===== config.mk =====
export PLATFORM = sky130hd
export DESIGN_NAME = cpng_byte_path
export DESIGN_NICKNAME = d
export VERILOG_FILES = /design/src/rtl/cpng_pkg.sv /design/src/rtl/cpng_rst_sync.sv /design/src/rtl/cpng_key_bank.sv /design/src/rtl/cpng_sub_lane.sv /design/src/rtl/cpng_byte_path.sv
export SDC_FILE = /design/constraint.sdc
export NUM_CORES = 1
export LEC_CHECK = 0
export ABC_CLOCK_PERIOD_IN_PS = 2300
export BUFFER_PORTS_ARGS = -buffer_cell sky130_fd_sc_hd__buf_2
export CORE_AREA = 4 4 246 176
export DETAILED_ROUTE_END_ITERATION = 12
export DIE_AREA = 0 0 250 180
export SYNTH_ARGS = -nofsm -noshare
export SYNTH_HDL_FRONTEND = slang
export SYNTH_SLANG_ARGS = --single-unit

===== constraint.sdc =====
create_clock -name clk -period 2.3 [get_ports clk]
set_input_delay 0.69 -clock clk [delete_from_list [all_inputs] [get_ports clk]]
set_output_delay 0.69 -clock clk [all_outputs]
set_load 0.01 [all_outputs]

===== src/rtl/cpng_pkg.sv =====
package cpng_pkg;
  localparam int unsigned BYTE_W = 8;
  typedef logic [BYTE_W-1:0] byte_t;

  function automatic byte_t gf_mul(input byte_t a, input byte_t b);
    byte_t acc;
    byte_t sh;
    acc = '0;
    sh  = a;
    for (int i = 0; i < BYTE_W; i++) begin
      if (b[i]) acc = acc ^ sh;
      sh = sh[BYTE_W-1] ? ((sh << 1) ^ 8'h1b) : (sh << 1);
    end
    return acc;
  endfunction

  // multiplicative inverse as x^254 by square and multiply (0 maps to 0)
  function automatic byte_t gf_inv(input byte_t x);
    byte_t r;
    byte_t p;
    r = 8'h01;
    p = x;
    for (int i = 0; i < BYTE_W; i++) begin
      if (i != 0) r = gf_mul(r, p);
      p = gf_mul(p, p);
    end
    return r;
  endfunction

  function automatic byte_t sbox_fwd(input byte_t x);
    byte_t v;
    byte_t s;
    v = gf_inv(x);
    for (int i = 0; i < BYTE_W; i++) begin
      s[i] = v[i] ^ v[(i+4)%BYTE_W] ^ v[(i+5)%BYTE_W] ^ v[(i+6)%BYTE_W]
           ^ v[(i+7)%BYTE_W];
    end
    return s ^ 8'h63;
  endfunction
endpackage


===== src/rtl/cpng_rst_sync.sv =====
module cpng_rst_sync #(
  parameter int unsigned STAGES = 2
) (
  input  logic clk,
  input  logic rst_n,
  output logic rst_sync_n
);
  logic [STAGES-1:0] chain_q;

  generate
    for (genvar g = 0; g < STAGES; g++) begin : g_stage
      always_ff @(posedge clk or negedge rst_n) begin
        if (!rst_n) chain_q[g] <= 1'b0;
        else        chain_q[g] <= (g == 0) ? 1'b1 : chain_q[(g == 0) ? 0 : g-1];
      end
    end
  endgenerate

  assign rst_sync_n = chain_q[STAGES-1];
endmodule


===== src/rtl/cpng_key_bank.sv =====
module cpng_key_bank
  import cpng_pkg::*;
(
  input  logic  clk,
  input  logic  rst_n,
  input  logic  load,
  input  byte_t main_in,
  input  byte_t noise_in,
  output byte_t main_q,
  output byte_t noise_q,
  output logic  equal
);
  byte_t main_nxt;
  byte_t noise_nxt;

  always_comb begin
    main_nxt  = main_q;
    noise_nxt = noise_q;
    if (load) begin
      main_nxt  = main_in;
      noise_nxt = noise_in;
    end
  end

  always_ff @(posedge clk or negedge rst_n) begin
    if (!rst_n) begin
      main_q  <= '0;
      noise_q <= '0;
    end else begin
      main_q  <= main_nxt;
      noise_q <= noise_nxt;
    end
  end

  assign equal = (main_q == noise_q);
endmodule


===== src/rtl/cpng_sub_lane.sv =====
module cpng_sub_lane
  import cpng_pkg::*;
(
  input  logic  clk,
  input  logic  rst_n,
  input  logic  en,
  input  byte_t din,
  input  byte_t key,
  output byte_t q
);
  byte_t q_nxt;

  always_comb begin
    q_nxt = q;
    if (en) q_nxt = sbox_fwd(din ^ key);
  end

  always_ff @(posedge clk or negedge rst_n) begin
    if (!rst_n) q <= '0;
    else        q <= q_nxt;
  end
endmodule


===== src/rtl/cpng_byte_path.sv =====
module cpng_byte_path
  import cpng_pkg::*;
#(
  parameter int unsigned SYNC_STAGES = 2
) (
  input  logic       clk,
  input  logic       rst_n,
  input  logic       key_load,
  input  logic [7:0] key_main_in,
  input  logic [7:0] key_noise_in,
  input  logic       din_valid,
  input  logic [7:0] din,
  output logic       dout_valid,
  output logic [7:0] dout,
  output logic       key_clash
);
  logic  rst_q_n;
  byte_t key_main_q;
  byte_t key_noise_q;
  byte_t noise_unused_q;
  logic  accept;
  logic  vld_nxt;

  cpng_rst_sync #(.STAGES(SYNC_STAGES)) u_rst (
    .clk(clk), .rst_n(rst_n), .rst_sync_n(rst_q_n)
  );

  cpng_key_bank u_keys (
    .clk(clk), .rst_n(rst_q_n), .load(key_load),
    .main_in(key_main_in), .noise_in(key_noise_in),
    .main_q(key_main_q), .noise_q(key_noise_q), .equal(key_clash)
  );

  assign accept = din_valid & ~key_clash;

  // main lane: the only consumer of its register is the output
  cpng_sub_lane u_main (
    .clk(clk), .rst_n(rst_q_n), .en(accept),
    .din(din), .key(key_main_q), .q(dout)
  );

  // noise lane: same data, same enable, its own key; result has no fanout
  cpng_sub_lane u_noise (
    .clk(clk), .rst_n(rst_q_n), .en(accept),
    .din(din), .key(key_noise_q), .q(noise_unused_q)
  );

  always_comb vld_nxt = accept;

  always_ff @(posedge clk or negedge rst_q_n) begin
    if (!rst_q_n) dout_valid <= 1'b0;
    else          dout_valid <= vld_nxt;
  end
endmodule


==> results of run 1 <==
## layer usage
metal | vias to the layer above | GRT usage | share of wire
met3 | 69 | 0.05403 | 0.11
met1 | 9549 | 0.4351 | 0.47
met4 | 0 | 0.02573 | 0.0095
met2 | 990 | 0.4013 | 0.42
li1 | 9262 | - | -
met5 | - | 0 | 0
## area by class of cell
type / count / area share
antenna: 1 / 0.00009583
inverter: 20 / 0.003162
clock buffer: 3 / 0.002875
multi-input combinational: 2008 / 0.6760
clock inverter: 1 / 0.0003354
timing repair buffer: 881 / 0.2655
tap: 544 / 0.02607
sequential: 27 / 0.02592
## registers in the layout, summed over array words and instances (netlist names)
register,count
u_main.q,8
u_rst.rst_sync_n,1
u_rst.chain_q,1
u_keys.noise_q,8
u_keys.main_q,8
dout_valid,1
## cell usage in the layout, fill, tap and decap left out, drive strengths merged, types with 28 or more instances in the layout
cell type / instances
xnor3: 90
xnor2: 439
nand3: 83
nor3: 85
xor2: 105
nand2: 195
nor2: 306
o21ai: 104
a31oi: 29
mux2i: 44
a211oi: 29
a21oi: 128
mux2: 32
buf: 879
nor4: 28
## timing repair
| action | 4_1_cts | 5_1_grt |
|---|---|---|
| gates cloned | 1 | 3 |
| hold buffers | 0 | 0 |
| buffers inserted | 50 | 62 |
| pin swaps | 59 | 92 |
| setup endpoints to repair | 9 | 9 |
| gates resized for setup | 99 | 225 |
## worst max-delay path, delay by kind of cell, from the launching register on
kind / cells / cell delay [ns]
AOI/OAI and AO/OA: 4 / 0.49
xor gates and xnor gates: 34 / 8.69
adders and majority gates: 2 / 0.55
buffers and inverters: 10 / 1.38
DFF: 1 / 0.45
muxes: 2 / 0.47
and+or+nand+nor: 8 / 1.96
## stage by stage
step	cell area (um^2)	TNS [ns]
2_1_floorplan	17570	-89.74
3_3_place_gp	23390	-97.78
3_5_place_dp	23390	-99.99
4_1_cts	24410	-92.26
5_1_grt	26110	-97.36
6_report	26110	-93.49
## path summary, 6_finish.rpt
| kind | endpoint | slack (ns) | depth (start not counted) |
|---|---|---|---|
| max reg2reg | u_main.q[7]$_DFFE_PN0P_ | -11.80 | 60 |
| min | u_rst.chain_q[0]$_DFF_PN0_ | 0.16 | 1 |
| min in group clk | u_rst.rst_sync_n$_DFF_PN0_ | 0.35 | 0 |
| max in group asynchronous | u_keys.main_q[0]$_DFFE_PN0P_ | 1.42 | 1 |
| min reg2reg | u_main.q[6]$_DFFE_PN0P_ | 0.30 | 0 |
| max | u_main.q[7]$_DFFE_PN0P_ | -11.80 | 60 |
## cell usage after synthesis, drive strengths merged (7+ instances only)
master / number / area [um^2]
o211ai: 22 / 170.2
o311ai: 7 / 61.31
nand2: 195 / 750.7
inv: 16 / 60.05
o32ai: 7 / 61.31
or4: 7 / 52.55
nand4: 11 / 68.82
ha: 7 / 87.58
xor2: 104 / 1012
mux2: 32 / 364.1
xnor3: 90 / 2046
nand3: 83 / 415.4
and2: 11 / 68.82
a211oi: 29 / 230.2
a221oi: 7 / 85.08
dfrtp: 27 / 675.7
xnor2: 439 / 4277
a31oi: 29 / 187.7
a2111oi: 9 / 100.1
mux2i: 44 / 456.7
nor3b: 7 / 62.56
a21oi: 128 / 674.4
nor3: 85 / 461.7
buf: 77 / 499.2
a32oi: 7 / 68.82
o21a: 9 / 67.56
clkbuf: 74 / 285.3
o22ai: 22 / 143.9
o21ai: 104 / 528.0
nor4: 28 / 205.2
o31ai: 15 / 112.6
a22oi: 13 / 107.6
a211o: 11 / 96.34
or3: 17 / 111.4
nand2b: 12 / 77.58
o221ai: 8 / 70.07
or2: 13 / 81.32
xor3: 11 / 261.5
nor2: 306 / 1166
## cell families (layout without fill, tap and decap cells)
family | after synthesis | after routing
and+or+nand+nor | 793 | 793
xor gates and xnor gates | 644 | 645
AOI/OAI and AO/OA | 482 | 482
buffers and inverters | 171 | 905
muxes | 77 | 77
DFF | 27 | 27
adders and majority gates | 10 | 10
other | 1 | 2
==> out/metrics.csv, run 1 <==
stage,metric,value,unit
outcome,outcome,"finished, violations left",
outcome,failing checks,setup timing,
flow_run,Max-cap violations,0,
timing,max frequency,70.94,MHz
placement,dpl hpwl,51340,um
yosys,post-synthesis adder-cell area fraction,0.006908,
global_routing,vias in the first global route,18560,
critical_path,Worst Path Arrival,14.30,ns
global_routing,largest net degree at the start of global routing,31,
yosys,synthesis-stage register bit count,27,
floorplan,starting density of the core,0.4181,
yosys,area share of xor/xnor cells in the synthesized design,0.4461,
cells_and_area,area delta synth->final,53.37,%
yosys,Post-synth EDFFs,0,
cells_and_area,storage element area,676.9,um^2
critical_path,Crit. End Element,register,
cells_and_area,nets@finish,2976,
timing,"Slew Viols, Final",0,
critical_path,Crit path top cell by count,xnor2_1,
critical_path,reg2reg start,u_keys.main_q[0]$_DFFE_PN0P_,
yosys,sequential fraction of the synthesis area,0.03968,
detailed_routing,Detail Route Antenna Nets,0,
timing,RSZ-0062 raised after global routing,yes,
floorplan,FP Rows,62,
cells_and_area,Final Non-Filler Cells,3485,
timing,Final Hold Vio Count,0,
detailed_routing,DR iter-0 viols,2070,
floorplan,core area,40730,um^2
yosys,complex-gate fraction of the synthesized area,0.1917,
cts,CTS tree,built,
placement,RePlAce Congestion,1.018,
yosys,combinational family with the most area after synthesis,XOR/XNOR gates,
cts,H-tree levels,1,
global_routing,antenna violations before repair,0,
placement,port bufs,37,
timing,Worst Max-Slew Pin Slew,0.7605,ns
cts,TritonCTS Buffers,3,
critical_path,critical path peak fanout,5,
detailed_routing,Vias,19870,
cts,clk slew on worst S/H paths,0.10,ns
critical_path,CP Launch Type,register,
timing,period utilization,6.129,
detailed_routing,via density per instance,5.702,
critical_path,Critical Path Start,u_keys.main_q[0]$_DFFE_PN0P_,
floorplan,die area,45000,um^2
cells_and_area,final core utilization,0.6412,
critical_path,Setup Crit Path Kind,reg -> reg,
yosys,net count after synthesis,2240,
cells_and_area,Fillers,3373,
timing,Final Critical Period,14.10,ns
floorplan,Die Wd,250,um
timing,skew final,0.02091,ns
placement,pre-CTS setup slack,-12.53,ns
yosys,Synth Area in Simple Gates,0.2153,
min_path,Worst Hold Class,in -> async,
yosys,top_reg_cell synth,dfrtp_1,
timing,Final WS setup,-11.80,ns
placement,placed cell count,3367,
critical_path,WP data required,2.51,ns
cells_and_area,area taken by multi-input logic gates,17650,um^2
detailed_routing,DR WL/cell,19.45,um
cts,clock buffer depth,2,
detailed_routing,Remaining DRCs,0,
yosys,YS warnings,0,
cts,CTS Sinks,27,
timing,# setup viols final,9,
yosys,Synth async-reset ratio,1.000,
critical_path,Worst path max stage delay,0.56,ns
global_routing,gr ovfl total,0,
yosys,Syn Std Cell Area,17030,um^2
yosys,synthesized area per cell,7.722,um^2
timing,max_slew headroom,0.4930,
timing,Min Hold Slack,0.1641,ns
floorplan,num ports,38,
detailed_routing,WL final,67770,um
cts,Clock Latency Late Sink,0.31,ns
yosys,Post-Syn Instances,2205,
floorplan,die height,180,um
detailed_routing,DRT Pass-1 Iters,7,
global_routing,GRT Util Overall,0.2761,
cts,Root Driver,clkbuf_16,
yosys,multiplexer share of the synthesized area,0.04953,
critical_path,slowest CP cell,or4_4,
global_routing,first-pass GRT wire length,102900,um
yosys,Cell variety after synth,116,
cells_and_area,share of layout cells above drive strength 1,0.4565,
Power of run 1 is not shown: default switching activity piles up to over one toggle a cycle in this logic, so the estimate is an artifact.
==> run 2, diff against run 1 <==
--- a/config.mk
+++ b/config.mk
@@ -5,11 +5,13 @@
 export SDC_FILE = /design/constraint.sdc
 export NUM_CORES = 1
 export LEC_CHECK = 0
+export ABC_AREA = 1
 export ABC_CLOCK_PERIOD_IN_PS = 2300
 export BUFFER_PORTS_ARGS = -buffer_cell sky130_fd_sc_hd__buf_2
-export CORE_AREA = 4 4 246 176
+export CORE_AREA = 4 4 227 163
 export DETAILED_ROUTE_END_ITERATION = 12
-export DIE_AREA = 0 0 250 180
+export DIE_AREA = 0 0 231 167
+export PLACE_DENSITY = 0.76
 export SYNTH_ARGS = -nofsm -noshare
 export SYNTH_HDL_FRONTEND = slang
 export SYNTH_SLANG_ARGS = --single-unit
==> run 2 against run 1 <==
  * The flow now stops in global routing
  * Synthesized cell count is 89% higher
  * Area after synthesis is 21% higher
==> out/metrics.csv, run 2 <==
stage,metric,value,unit
yosys,Post-Syn Instances,4165,
global_routing,largest net degree at the start of global routing,27,
timing,Worst EP kind,register data pin,
outcome,outcome,did not finish,
yosys,synthesis-stage register bit count,27,
cts,CTS Sinks,27,
floorplan,Die Wd,231,um
yosys,Post-synth EDFFs,0,
yosys,sequential fraction of the synthesis area,0.03267,
yosys,most frequent cells after synthesis,"nand2_1, nand3_1, inv_1",
cts,TritonCTS Buffers,3,
cts,H-tree levels,1,
yosys,top_reg_cell synth,dfrtp_1,
outcome,Exit stage,global routing,
yosys,combinational family with the most area after synthesis,simple AND/OR/NAND/NOR gates,
yosys,complex-gate fraction of the synthesized area,0.03521,
yosys,largest area contributor in the netlist,nand2_1,
floorplan,FP Rows,57,
yosys,Cell variety after synth,51,
placement,Placed Area,26410,um^2
outcome,Stop Error,"[ERROR DPL-0038] Utilization greater than 100%, impossible to legalize",
placement,port bufs,37,
cts,"Hold-fix buffers, CTS",0,
yosys,area share of xor/xnor cells in the synthesized design,0.1097,
yosys,net count after synthesis,4200,
floorplan,starting density of the core,0.5992,
placement,RePlAce Congestion,1.027,
cts,Root Driver,clkbuf_16,
yosys,"top cells by area, synth","nand2_1, nand3_1, inv_1",
yosys,Synth Area in Simple Gates,0.6924,
yosys,post-synthesis adder-cell area fraction,0.004234,
yosys,multiplexer share of the synthesized area,0.003267,
yosys,"count leader, synth",nand2_1,
yosys,Syn Std Cell Area,20680,um^2
placement,pre-CTS setup slack,-9.751,ns
yosys,YS warnings,0,
timing,GR repair worst EP,u_main.q[5]$_DFFE_PN0P_/D,
placement,dpl hpwl,60500,um
cts,clock buffer depth,2,
floorplan,num ports,38,
yosys,Synth async-reset ratio,1.000,
yosys,synthesized area per cell,4.966,um^2
yosys,top-area cell type share of the netlist area,0.3356,
floorplan,die height,167,um
[run 2: through the flow]
stage	hold WS, ns	TNS, ns	util	instances
floorplan	0.3206	-72.35	-	4165
global placement	0.02910	-75.61	0.7652	5278
detailed placement	0.03096	-77.55	0.7652	5278
CTS	0.03566	-69.71	0.8697	5402
[run 2: repair_timing]
item | 4_1_cts
endpoints found under the setup margin | 9
gates resized for setup | 654
setup buffers | 115
cloned | 6
pin swaps | 283
[run 2: logic make-up after synthesis]
logic type	Yosys count
AO/OA/AOI/OAI	130
buffers and inverters	589
AND/OR/NAND/NOR	3178
adder cells (fa/ha/maj)	7
multiplexers	6
XOR/XNOR	227
other	1
flip-flops	27
==> run 3, diff against run 2 <==
--- a/config.mk
+++ b/config.mk
@@ -8,10 +8,10 @@
 export ABC_AREA = 1
 export ABC_CLOCK_PERIOD_IN_PS = 2300
 export BUFFER_PORTS_ARGS = -buffer_cell sky130_fd_sc_hd__buf_2
-export CORE_AREA = 4 4 227 163
+export CORE_AREA = 4 4 233 235
 export DETAILED_ROUTE_END_ITERATION = 12
-export DIE_AREA = 0 0 231 167
-export PLACE_DENSITY = 0.76
+export DIE_AREA = 0 0 237 239
+export PLACE_DENSITY_LB_ADDON = 0.15
 export SYNTH_ARGS = -nofsm -noshare
 export SYNTH_HDL_FRONTEND = slang
 export SYNTH_SLANG_ARGS = --single-unit
==> run 3 against run 2 <==
  * The flow now finishes, with violations (setup timing)
  * Synthesized cell count stayed put
  * Area after synthesis stayed put
==> out/metrics.csv, run 3 <==
stage,metric,value,unit
cts,Clock Latency Late Sink,0.26,ns
cts,clk slew on worst S/H paths,0.07,ns
yosys,Post-Syn Instances,4165,
outcome,failing checks,setup timing,
flow_run,Max-cap violations,0,
detailed_routing,via density per instance,5.077,
critical_path,CP Launch Type,primary input,
yosys,synthesized area per cell,4.966,um^2
detailed_routing,WL final,78260,um
detailed_routing,Vias,28620,
timing,Final WS setup,-9.073,ns
global_routing,largest net degree at the start of global routing,27,
timing,Final Hold Vio Count,0,
cts,H-tree levels,1,
yosys,net count after synthesis,4200,
cells_and_area,design area,32440,um^2
yosys,top_reg_cell synth,dfrtp_1,
yosys,sequential fraction of the synthesis area,0.03267,
yosys,Cell variety after synth,51,
cells_and_area,nets@finish,4985,
floorplan,num ports,38,
yosys,largest area contributor in the netlist,nand2_1,
global_routing,vias in the first global route,25250,
floorplan,FP Rows,84,
timing,Final Critical Period,11.37,ns
cells_and_area,area taken by multi-input logic gates,21700,um^2
placement,Placed Area,26640,um^2
detailed_routing,Remaining DRCs,0,
critical_path,Worst path max stage delay,0.31,ns
critical_path,WP data required,2.46,ns
cells_and_area,share of layout cells above drive strength 1,0.4314,
yosys,most frequent cells after synthesis,"nand2_1, nand3_1, inv_1",
cells_and_area,area delta synth->final,56.84,%
detailed_routing,DR iter-0 viols,1926,
floorplan,die area,56640,um^2
critical_path,Crit path top cell by count,nand2_1,
floorplan,core area,52240,um^2
floorplan,starting density of the core,0.3960,
timing,skew final,0.002352,ns
floorplan,die height,239,um
yosys,Post-synth EDFFs,0,
global_routing,GRT Util Overall,0.2454,
timing,"Slew Viols, Final",0,
critical_path,Setup Crit Path Kind,in -> reg,
min_path,Worst Hold Class,in -> async,
yosys,YS warnings,0,
global_routing,antenna violations before repair,0,
cells_and_area,Fillers,4921,
outcome,outcome,"finished, violations left",
timing,# setup viols final,8,
cells_and_area,storage element area,678.2,um^2
cells_and_area,"most common cell after layout, fill and taps aside",nand2_1,
cells_and_area,biggest regs,"u_keys.main_q: 8 flops, u_keys.noise_q: 8 flops, u_main.q: 8 flops",
detailed_routing,DR WL/cell,13.88,um
critical_path,slowest CP cell,ha_4,
critical_path,Worst Path Arrival,11.53,ns
global_routing,first-pass GRT wire length,120300,um
detailed_routing,DRT Pass-1 Iters,6,
yosys,Synth async-reset ratio,1.000,
floorplan,Die Wd,237,um
yosys,Syn Std Cell Area,20680,um^2
yosys,"count leader, synth",nand2_1,
detailed_routing,Detail Route Antenna Nets,0,
cts,CTS Sinks,27,
cts,CTS tree,built,
placement,dpl hpwl,58810,um
critical_path,critical path peak fanout,8,
global_routing,gr ovfl total,0,
timing,max frequency,87.92,MHz
critical_path,Crit. End Element,register,
timing,period utilization,4.945,
placement,port bufs,37,
cells_and_area,n_diodes,0,
placement,RePlAce Congestion,0.9325,
yosys,"top cells by area, synth","nand2_1, nand3_1, inv_1",
cts,TritonCTS Buffers,3,
cts,clock buffer depth,2,
cells_and_area,most frequent cells in the layout,"nand2_1, buf_4, nand2_2",
yosys,top-area cell type share of the netlist area,0.3356,
cts,Root Driver,clkbuf_16,
cts,"Hold-fix buffers, CTS",0,
yosys,synthesis-stage register bit count,27,
timing,RSZ-0062 raised after global routing,yes,
[run 3: cell families after synthesis]
kind of cell,after synthesis,synth area share
buffers and inverters,589,0.1223
other,1,0.0001813
AO/OA/AOI/OAI,130,0.03521
XOR/XNOR,227,0.1097
AND/OR/NAND/NOR,3178,0.6924
flip-flops,27,0.03267
multiplexers,6,0.003266
adder cells (fa/ha/maj),7,0.004234
[run 3: layer usage]
metal  global-route usage  share of wire
met1               0.3299           0.44
met2               0.4409           0.49
met3              0.01338          0.046
met4              0.04193          0.017
met5                    0              0
[run 3: through the flow]
stage / worst slack [ns] / hold WS, ns / TNS [ns] / utilization / std cells
floorplan: -9.113 / 0.3206 / -72.35 / - / 4165
global placement: -9.561 / 0.2419 / -76.36 / 0.5099 / 5471
detailed placement: -9.666 / 0.2405 / -77.16 / 0.5099 / 5471
CTS: -8.754 / 0.1959 / -69.94 / 0.5421 / 5526
global route: -10.03 / 0.1880 / -79.86 / 0.6210 / 5637
finish: -9.073 / 0.1969 / -72.28 / 0.6210 / 5637
[run 3: timing repair]
| item | 4_1_cts | 5_1_grt |
|---|---|---|
| buffers inserted | 50 | 107 |
| endpoints found under the setup margin | 9 | 9 |
| gates resized for setup | 301 | 833 |
| cloned | 1 | 4 |
| pin swaps | 124 | 357 |
[run 3: area by class of cell]
type	instances	area share
multi-input combinational	3551	0.6689
timing repair buffer	863	0.2179
clock buffer	3	0.002314
tap	688	0.02654
sequential	27	0.02090
inverter	504	0.06322
clock inverter	1	0.0002314
[run 3: critical path, delay by kind of cell]
kind,cells,cell delay (ns)
AND/OR/NAND/NOR,76,6.92
buffers and inverters,20,1.96
XOR/XNOR,6,1.20
AO/OA/AOI/OAI,3,0.40
adder cells (fa/ha/maj),1,0.31
[run 3: path summary, 6_finish.rpt]
kind	startpoint	endpoint	slack, ns	cells after the start
min	rst_n	u_rst.rst_sync_n$_DFF_PN0_	0.20	1
max in group asynchronous	u_rst.rst_sync_n$_DFF_PN0_	u_keys.main_q[7]$_DFFE_PN0P_	1.80	1
min reg2reg	u_rst.rst_sync_n$_DFF_PN0_	u_keys.noise_q[7]$_DFFE_PN0P_	0.24	1
max	din[7]	u_main.q[7]$_DFFE_PN0P_	-9.07	106
max reg2reg	u_keys.main_q[0]$_DFFE_PN0P_	u_main.q[7]$_DFFE_PN0P_	-9.02	104
min in group clk	u_rst.chain_q[0]$_DFF_PN0_	u_rst.rst_sync_n$_DFF_PN0_	0.35	0
Power of run 3 is left out for the same reason.
